$ cat src/rtl/shl_pkg.sv
package shl_pkg;

   typedef enum logic [1:0] {
      SZ_BYTE = 2'd0,
      SZ_WORD = 2'd1,
      SZ_LONG = 2'd2
   } shl_size_e;

   localparam logic [7:0] SHL_PREFIX = 8'h10;

endpackage

$ cat src/rtl/shl_decode.sv
module shl_decode
   import shl_pkg::*;
#(
   parameter int IMM_W = 5
) (
   input  logic [7:0]       op_hi,
   input  logic [7:0]       op_lo,
   output logic             legal,
   output shl_size_e        size,
   output logic [IMM_W-1:0] imm_cnt
);

   logic lo_ok;

   always_comb begin
      lo_ok   = 1'b1;
      size    = SZ_BYTE;
      imm_cnt = '0;
      case (op_lo)
         8'h08: begin size = SZ_BYTE; imm_cnt = IMM_W'(1);  end
         8'h48: begin size = SZ_BYTE; imm_cnt = IMM_W'(2);  end
         8'hA8: begin size = SZ_BYTE; imm_cnt = IMM_W'(4);  end
         8'h10: begin size = SZ_WORD; imm_cnt = IMM_W'(1);  end
         8'h50: begin size = SZ_WORD; imm_cnt = IMM_W'(2);  end
         8'h20: begin size = SZ_WORD; imm_cnt = IMM_W'(4);  end
         8'h60: begin size = SZ_WORD; imm_cnt = IMM_W'(8);  end
         8'h30: begin size = SZ_LONG; imm_cnt = IMM_W'(1);  end
         8'h70: begin size = SZ_LONG; imm_cnt = IMM_W'(2);  end
         8'h38: begin size = SZ_LONG; imm_cnt = IMM_W'(4);  end
         8'h78: begin size = SZ_LONG; imm_cnt = IMM_W'(8);  end
         8'hF8: begin size = SZ_LONG; imm_cnt = IMM_W'(16); end
         default: lo_ok = 1'b0;
      endcase
      legal = lo_ok && (op_hi == SHL_PREFIX);
   end

endmodule

$ cat src/rtl/shl_lane.sv
module shl_lane #(
   parameter int W     = 8,
   parameter int CNT_W = 8
) (
   input  logic [W-1:0]     opnd,
   input  logic [CNT_W-1:0] cnt,
   output logic [W-1:0]     res,
   output logic             carry
);

   localparam int SH_W = $clog2(W) + 1;

   logic [2*W-1:0] wide;

   always_comb begin
      wide = {{W{1'b0}}, opnd} << cnt[SH_W-1:0];
      if (cnt == '0) begin
         res   = opnd;
         carry = 1'b0;
      end else if (cnt > CNT_W'(W)) begin
         res   = '0;
         carry = 1'b0;
      end else begin
         res   = wide[W-1:0];
         carry = wide[W];
      end
   end

endmodule

$ cat src/rtl/shl_flag_unit.sv
module shl_flag_unit
   import shl_pkg::*;
#(
   parameter int DATA_W = 32,
   parameter int CNT_W  = 8
) (
   input  logic              clk,
   input  logic              rst_n,
   input  logic              in_valid,
   output logic              in_ready,
   input  logic [7:0]        op_hi,
   input  logic [7:0]        op_lo,
   input  logic              cnt_from_reg,
   input  logic [CNT_W-1:0]  cnt_reg,
   input  logic [DATA_W-1:0] src_val,
   input  logic              out_ready,
   output logic              out_valid,
   output logic              out_illegal,
   output logic              out_flag_we,
   output logic [DATA_W/8-1:0] out_wmask,
   output logic [DATA_W-1:0] out_result,
   output logic              out_n,
   output logic              out_z,
   output logic              out_v,
   output logic              out_c,
   output logic              out_h
);

   localparam int NB    = DATA_W / 8;
   localparam int NL    = $clog2(NB) + 1;
   localparam int IMM_W = $clog2(DATA_W / 2) + 1;

   if (NL != 3) begin : g_bad_width
      $error("shl_flag_unit: DATA_W must give exactly byte, word and long lanes");
   end
   if (CNT_W < $clog2(DATA_W) + 1) begin : g_bad_cnt
      $error("shl_flag_unit: CNT_W too narrow for the long lane");
   end

   typedef struct packed {
      logic [DATA_W-1:0] result;
      logic [NB-1:0]     wmask;
      logic              flag_we;
      logic              illegal;
      logic              n;
      logic              z;
      logic              c;
   } shl_out_t;

   logic             legal;
   shl_size_e        size;
   logic [IMM_W-1:0] imm_cnt;
   logic [CNT_W-1:0] cnt_sel;

   shl_decode #(.IMM_W(IMM_W)) u_decode (
      .op_hi   (op_hi),
      .op_lo   (op_lo),
      .legal   (legal),
      .size    (size),
      .imm_cnt (imm_cnt)
   );

   assign cnt_sel = cnt_from_reg ? cnt_reg : CNT_W'(imm_cnt);

   logic [DATA_W-1:0] lane_res  [NL];
   logic [NB-1:0]     lane_mask [NL];
   logic              lane_c    [NL];
   logic              lane_n    [NL];
   logic              lane_z    [NL];

   for (genvar k = 0; k < NL; k++) begin : g_lane
      localparam int LW = 8 << k;
      logic [LW-1:0] r;
      logic          c;
      shl_lane #(.W(LW), .CNT_W(CNT_W)) u_lane (
         .opnd  (src_val[LW-1:0]),
         .cnt   (cnt_sel),
         .res   (r),
         .carry (c)
      );
      assign lane_res[k]  = DATA_W'(r);
      assign lane_mask[k] = NB'({(LW/8){1'b1}});
      assign lane_c[k]    = c;
      assign lane_n[k]    = r[LW-1];
      assign lane_z[k]    = (r == '0);
   end

   int                sel;
   logic [DATA_W-1:0] bit_mask;
   shl_out_t          nxt;
   shl_out_t          pay_q;
   logic              valid_q;
   logic              accept;

   assign sel = int'(size);

   always_comb begin
      for (int b = 0; b < NB; b++) begin
         bit_mask[8*b +: 8] = {8{lane_mask[sel][b]}};
      end
   end

   always_comb begin
      nxt = '0;
      if (legal) begin
         nxt.result  = (src_val & ~bit_mask) | (lane_res[sel] & bit_mask);
         nxt.wmask   = lane_mask[sel];
         nxt.flag_we = 1'b1;
         nxt.n       = lane_n[sel];
         nxt.z       = lane_z[sel];
         nxt.c       = lane_c[sel];
      end else begin
         nxt.result  = src_val;
         nxt.illegal = 1'b1;
      end
   end

   assign in_ready = !valid_q || out_ready;
   assign accept   = in_valid && in_ready;

   always_ff @(posedge clk or negedge rst_n) begin
      if (!rst_n) begin
         valid_q <= 1'b0;
         pay_q   <= '0;
      end else begin
         if (accept) begin
            pay_q   <= nxt;
            valid_q <= 1'b1;
         end else if (out_ready) begin
            valid_q <= 1'b0;
         end
      end
   end

   assign out_valid   = valid_q;
   assign out_illegal = pay_q.illegal;
   assign out_flag_we = pay_q.flag_we;
   assign out_wmask   = pay_q.wmask;
   assign out_result  = pay_q.result;
   assign out_n       = pay_q.n;
   assign out_z       = pay_q.z;
   assign out_c       = pay_q.c;
   assign out_v       = 1'b0;
   assign out_h       = 1'b0;

endmodule

$ cat config.mk
export PLATFORM = sky130hd
export DESIGN_NAME = shl_flag_unit
export DESIGN_NICKNAME = d
export VERILOG_FILES = /design/src/rtl/shl_pkg.sv /design/src/rtl/shl_decode.sv /design/src/rtl/shl_lane.sv /design/src/rtl/shl_flag_unit.sv
export SDC_FILE = /design/constraint.sdc
export NUM_CORES = 1
export LEC_CHECK = 0
export BUFFER_PORTS_ARGS = -buffer_cell sky130_fd_sc_hd__buf_2
export CAP_MARGIN = 20
export CORE_MARGIN = 2
export CORE_UTILIZATION = 40
export DETAILED_ROUTE_END_ITERATION = 16
export PLACE_DENSITY_LB_ADDON = 0.12
export SKIP_CTS_REPAIR_TIMING = 1
export SLEW_MARGIN = 10
export SYNTH_ARGS = -nofsm -noshare
export SYNTH_HDL_FRONTEND = slang
export SYNTH_HIERARCHICAL = 1
export SYNTH_SLANG_ARGS = --single-unit
$ cat constraint.sdc
create_clock -name clk -period 1.25 [get_ports clk]
set_input_delay 0.125 -clock clk [delete_from_list [all_inputs] [get_ports clk]]
set_output_delay 0.125 -clock clk [all_outputs]
set_load 0.05 [all_outputs]
# Word level (Yosys, flattened, before mapping)
# Cells that the tools add are included.
# op_classes
bitwise	5
n_mux	37
shift	3
n_reduce_logical	16
eq_ne	13
n_lt_le_gt_ge	4
# op_table
cell	n
32-bit two-way mux	5
32-bit AND	2
32-bit binary-select mux with 2-bit select	1
8-bit by 7-bit == test with 1-bit output, second input constant	5
32-bit by 6-bit << shifter with 33-bit output	1
32-bit by 3-bit greater-or-equal comparator with 1-bit output, second input constant	1
32-bit logical NOT	1
16-bit two-way mux	2
2-bit inverter with 32-bit output	1
32-bit inverter	1
32-bit bitwise OR	1
5-bit one-hot mux with 5 select lines	1
8-bit by 6-bit == test with 1-bit output, second input constant	3
8-bit two-way mux	3
16-bit by 5-bit << shifter with 17-bit output	1
8-bit by 5-bit == test with 1-bit output, second input constant	2
8-bit == test, second input constant	2
16-bit logical NOT	1
8-bit logical NOT	2
1-bit two-way mux	16
12-bit OR reduction	1
3-bit OR reduction	3
8-bit by 4-bit << shifter with 9-bit output	1
4-bit binary-select mux with 2-bit select	1
other kinds (16)	20
# totals
register_bits	42
in_bits	61
out_inout_bits	45

# Logic depth before layout (Yosys ltp)
# logic_depth
depth_word	13
ltp_mapped	18

# Cells and area by module
# Netlist, hierarchy kept.
# by_module_without_submodules
module	n_inst	cells_each	area_each_um2	seq_area_each_um2
shl_flag_unit	1	250	2359.8	1026.0
shl_lane at g_lane[2].u_lane	1	279	2213.4	0.0
shl_lane at g_lane[1].u_lane	1	92	775.7	0.0
shl_lane at g_lane[0].u_lane	1	45	435.4	0.0
shl_decode	1	37	231.5	0.0

# Least setup slack after synthesis
# No wires, ideal clock.
# synth_timing
path_type	input to register
start	input port op_lo[5]
end	register pay_q (netlist bit out_z)
slack_ps	-2173
stages	17
setup_time_ps	111
n_path_buf	4
required_time_ps	1139
t_arrival_ps	3312
path_cell_list	buf_2 or3b_1 a21boi_1 nor3_2 mux2_2 buf_6 buf_12 buf_12 mux4_2 mux2i_1 nor2_1 a31oi_1 o21ai_0 nor4_1 nand4_1 or3_1 a222oi_1
# synth_via
elab_chain_len	12
elab_cells_between_ends	45
cone_classes	order compare (3); eq/ne (12); shift (3); mux (14); bitwise (1); reduce/logical (12)
# synth_rtl
element	line	rtl
start, declared	shl_flag_unit.sv:12	input logic [7:0] op_lo,
8-bit == test (tied with other cells)	shl_decode.sv:19	case (op_lo)
3-bit OR reduction (no line) or 2-bit OR reduction (tied branches)	n/a	
5-bit one-hot mux with 5 select lines (*)	shl_decode.sv:19	
via imm_cnt[0]	shl_flag_unit.sv:52	logic [IMM_W-1:0] imm_cnt;
8-bit two-way mux (*)	shl_flag_unit.sv:63	assign cnt_sel = cnt_from_reg ? cnt_reg : CNT_W'(imm_cnt);
via cnt_sel[0]	shl_flag_unit.sv:53	logic [CNT_W-1:0] cnt_sel;
32-bit by 6-bit << shifter with 33-bit output or 8-bit by 6-bit greater-than comparator with 1-bit output (tied branches)	shl_lane.sv:16, shl_lane.sv:20	
32-bit two-way mux	shl_lane.sv:20	end else if (cnt > CNT_W'(W)) begin
32-bit two-way mux (*)	shl_lane.sv:17	if (cnt == '0) begin
via g_lane[2].r[27]	shl_flag_unit.sv:73	logic [LW-1:0] r;
32-bit logical NOT (*)	shl_flag_unit.sv:85	assign lane_z[k] = (r == '0);
1-bit binary-select mux with 2-bit select (*)	shl_flag_unit.sv:110	nxt.z = lane_z[sel];
1-bit two-way mux (implied by the code) (*) (2 in a row)	shl_flag_unit.sv:110	
3-bit two-way mux (*)	shl_flag_unit.sv:105	if (legal) begin
end signal, assigned	shl_flag_unit.sv:127	pay_q <= nxt;
end, declared	shl_flag_unit.sv:91	shl_out_t pay_q;
# The timed path passes the listed nets; every way through them passes the cells marked *. The select of a mux whose other input is x is not followed.
# A chain may end at the register's enable or synchronous reset.

# Final worst setup path
# layout_timing
start	input port op_lo[3]
end	register pay_q (netlist bit out_z)
# The elaborated chain is that of the path after synthesis.

==> flow_summary.toml <==
[status]
outcome = "complete, but fails checks"
violations = "negative setup slack"

[cells_and_area]
final_util = 0.6997
syn_to_final_growth_pct = 69.70
layout.cells.non_filler = 1249
drive_above_1_share = 0.5840
diodes = 0
fin_nets = 1127

[logic_synthesis]
synthCells = 703
synth_most_common_cell = "nand2_1"
synth_flop_cell = "dfrtp_1"
synthTopCellsByArea = "dfrtp_1 17%, mux2i_1 13%, mux4_2 8.2%"
synth_area_leader_cell = "dfrtp_1"
synth_top_area_share = 0.1705
synthArstFlopShare = 1.000
yosysSeqAreaShare = 0.1705
synth_seq_cells = 41
synthTopCellsByCount = "84 x nand2_1, 79 x mux2i_1, 50 x o21ai_0"
ys_warn_count = 6
synth_edf_count = 0
syn_area_um2 = 6016
synth_cell_type_count = 80
syn_avg_cell_area_um2 = 8.557

[floorplan]
dieArea_um2 = 16040
core_area_um2 = 14590
rows = 44
initial_core_util = 0.4123
die_height_um = 126.6
die_x_um = 126.6
ioPinCount = 106

[sta]
finClkSkew_ns = 0.003827
slew_violations = 0
relSlewSlack = 0.5292
fin_ws_ns = -2.211
finalHoldViolations = 0
rsz0062_at_grt = "yes"
post-route-period-util = 2.769
fmax_mhz = 289.0
setup_viol = 40
whs_ns = 0.1340
worst_pin_slew_ns = 0.6998
post-route-min-period_ns = 3.461

[place]
place_inst = 1177
place_congestion = 0.9748
io_buffers = 103
dp_hpwl_um = 19960
post-place-ws_ns = -2.588

[global_routing]
grt_max_degree = 40
globalRoute.totalOverflow = 0
antenna_found_initial = 0
grt_usage = 0.3054
grt_pass1_vias = 6962
grt_pass1_wl_um = 38780

[setup_path]
crit_required_ns = 1.43
ff2ff_setup_slack_ns = 0.01
arrival_ns = 3.64
startpoint_type = "primary input"
path_max_fanout = 5
critPathKind = "in -> reg"
critPathCaptureType = "flip-flop"

[flow_run]
cap_viol_max_count = 0

[routing]
via_count = 7700
drtIter0Drc = 618
drt_first_pass_iters = 5
wl_per_cell_um = 22.34
wl_um = 27900
vias_per_cell = 6.165
drc = 0
ant_nets = 0

[clock_tree]
htree_levels = 2
cts_buffers = 5
clk-insertion-delay-late_ns = 0.28
clk_pin_slew_ns = 0.06
clock_sinks = 41
clockBufferDepth = 2
cts_tree = "yes"
cts_root_buf = "clkbuf_16"

[hold_path]
hold_path_class = "in -> reg"

[pwr]
ir_worst_vdd_mv = 0.5231
power_leakage_nw = 4.478
power_density_nw_per_um2 = 773.7
[layout by cell type, fill, tap and decap left out, drive strengths merged, types with 9 or more instances in the layout]
master     n
nor3      25
o21ai     52
nand2b     9
a211oi    13
a21oi     17
mux4      32
a221oi     9
nor4      16
mux2      24
a22oi     33
o22ai     16
o2bb2ai    9
nand2     84
dfrtp     41
buf      418
nand3     14
nor2b     11
mux2i     80
nor2      42
[path summary, 6_finish.rpt]
path                             endpoint  cells after the start      startpoint
min in group asynchronous   out_result[5]                      2           rst_n
hold / removal                  out_valid                      2        in_valid
setup / recovery                    out_z                     15        op_lo[3]
max in group asynchronous       out_valid                      3           rst_n
setup reg to reg             out_wmask[0]                      4       out_valid
hold reg to reg            out_result[18]                      2  out_result[18]
[metal layers]
layer  vias to the layer above  share of wire  GRT usage
li1                       3453              -          -
met1                      3819           0.42     0.4365
met2                       368           0.47     0.4797
met3                        60          0.082    0.05609
met4                         0          0.026    0.07434
met5                         -              0          0
[per-stage QoR]
stage          total power, mW  TNS [ns]  cell area (um^2)
6_report                 7.898    -60.32             10210
4_1_cts                  7.059    -65.83              8622
5_1_grt                  8.217    -62.85             10210
3_5_place_dp             5.367    -77.35              8428
2_1_floorplan            3.753    -51.65              6171
3_3_place_gp             5.322    -75.79              8428
[flip-flops by register name (all words and copies together), names as in the netlist]
signal and count:
out_wmask 3, out_z 1, out_n 1, out_flag_we 1, out_illegal 1, out_c 1
out_result 32, out_valid 1
[cells by family (layout without fill, tap and decap cells)]
logic type	count (synthesis)	after routing	share of synthesized area
simple gates	239	239	0.1984
compound gates	205	205	0.2388
mux	134	136	0.3037
buf+inv	78	437	0.07945
flops	41	41	0.1705
xor+xnor	3	3	0.004369
fa+ha+maj	2	2	0.004159
other cells	1	2	0.0006234
[power breakdown]
| group | total, mW | switching (mW) | leakage, nW | internal, mW |
|---|---|---|---|---|
| registers | 1.55 | 0.0787 | 0.512 | 1.47 |
| logic | 4.66 | 2.57 | 3.87 | 2.09 |
| clock network | 1.69 | 0.537 | 0.0944 | 1.15 |
[area by class of cell]
class / instances / area [um^2]
Clock inverter: 3 / 68.82
Sequential cell: 41 / 1027
Inverter: 7 / 26.28
Fill cell: 1192 / 4380
Tap cell: 184 / 230.2
Clock buffer: 5 / 125.1
Timing Repair Buffer: 422 / 3337
Multi-Input combinational cell: 587 / 5394
[critical path, stage by stage]
cell and delay, ns:
buf_2 0.11, or3b_4 0.39, a21boi_4 0.16, nor3_2 0.16, buf_4 0.16, mux2_4 0.23
buf_4 0.15, mux4_2 0.55, mux2i_4 0.28, nand2_1 0.11, a32o_1 0.30, nor4_2 0.24
nand4_1 0.14, or3_4 0.34, a222oi_1 0.20
Note: power is estimated with default switching activity, not from simulation.
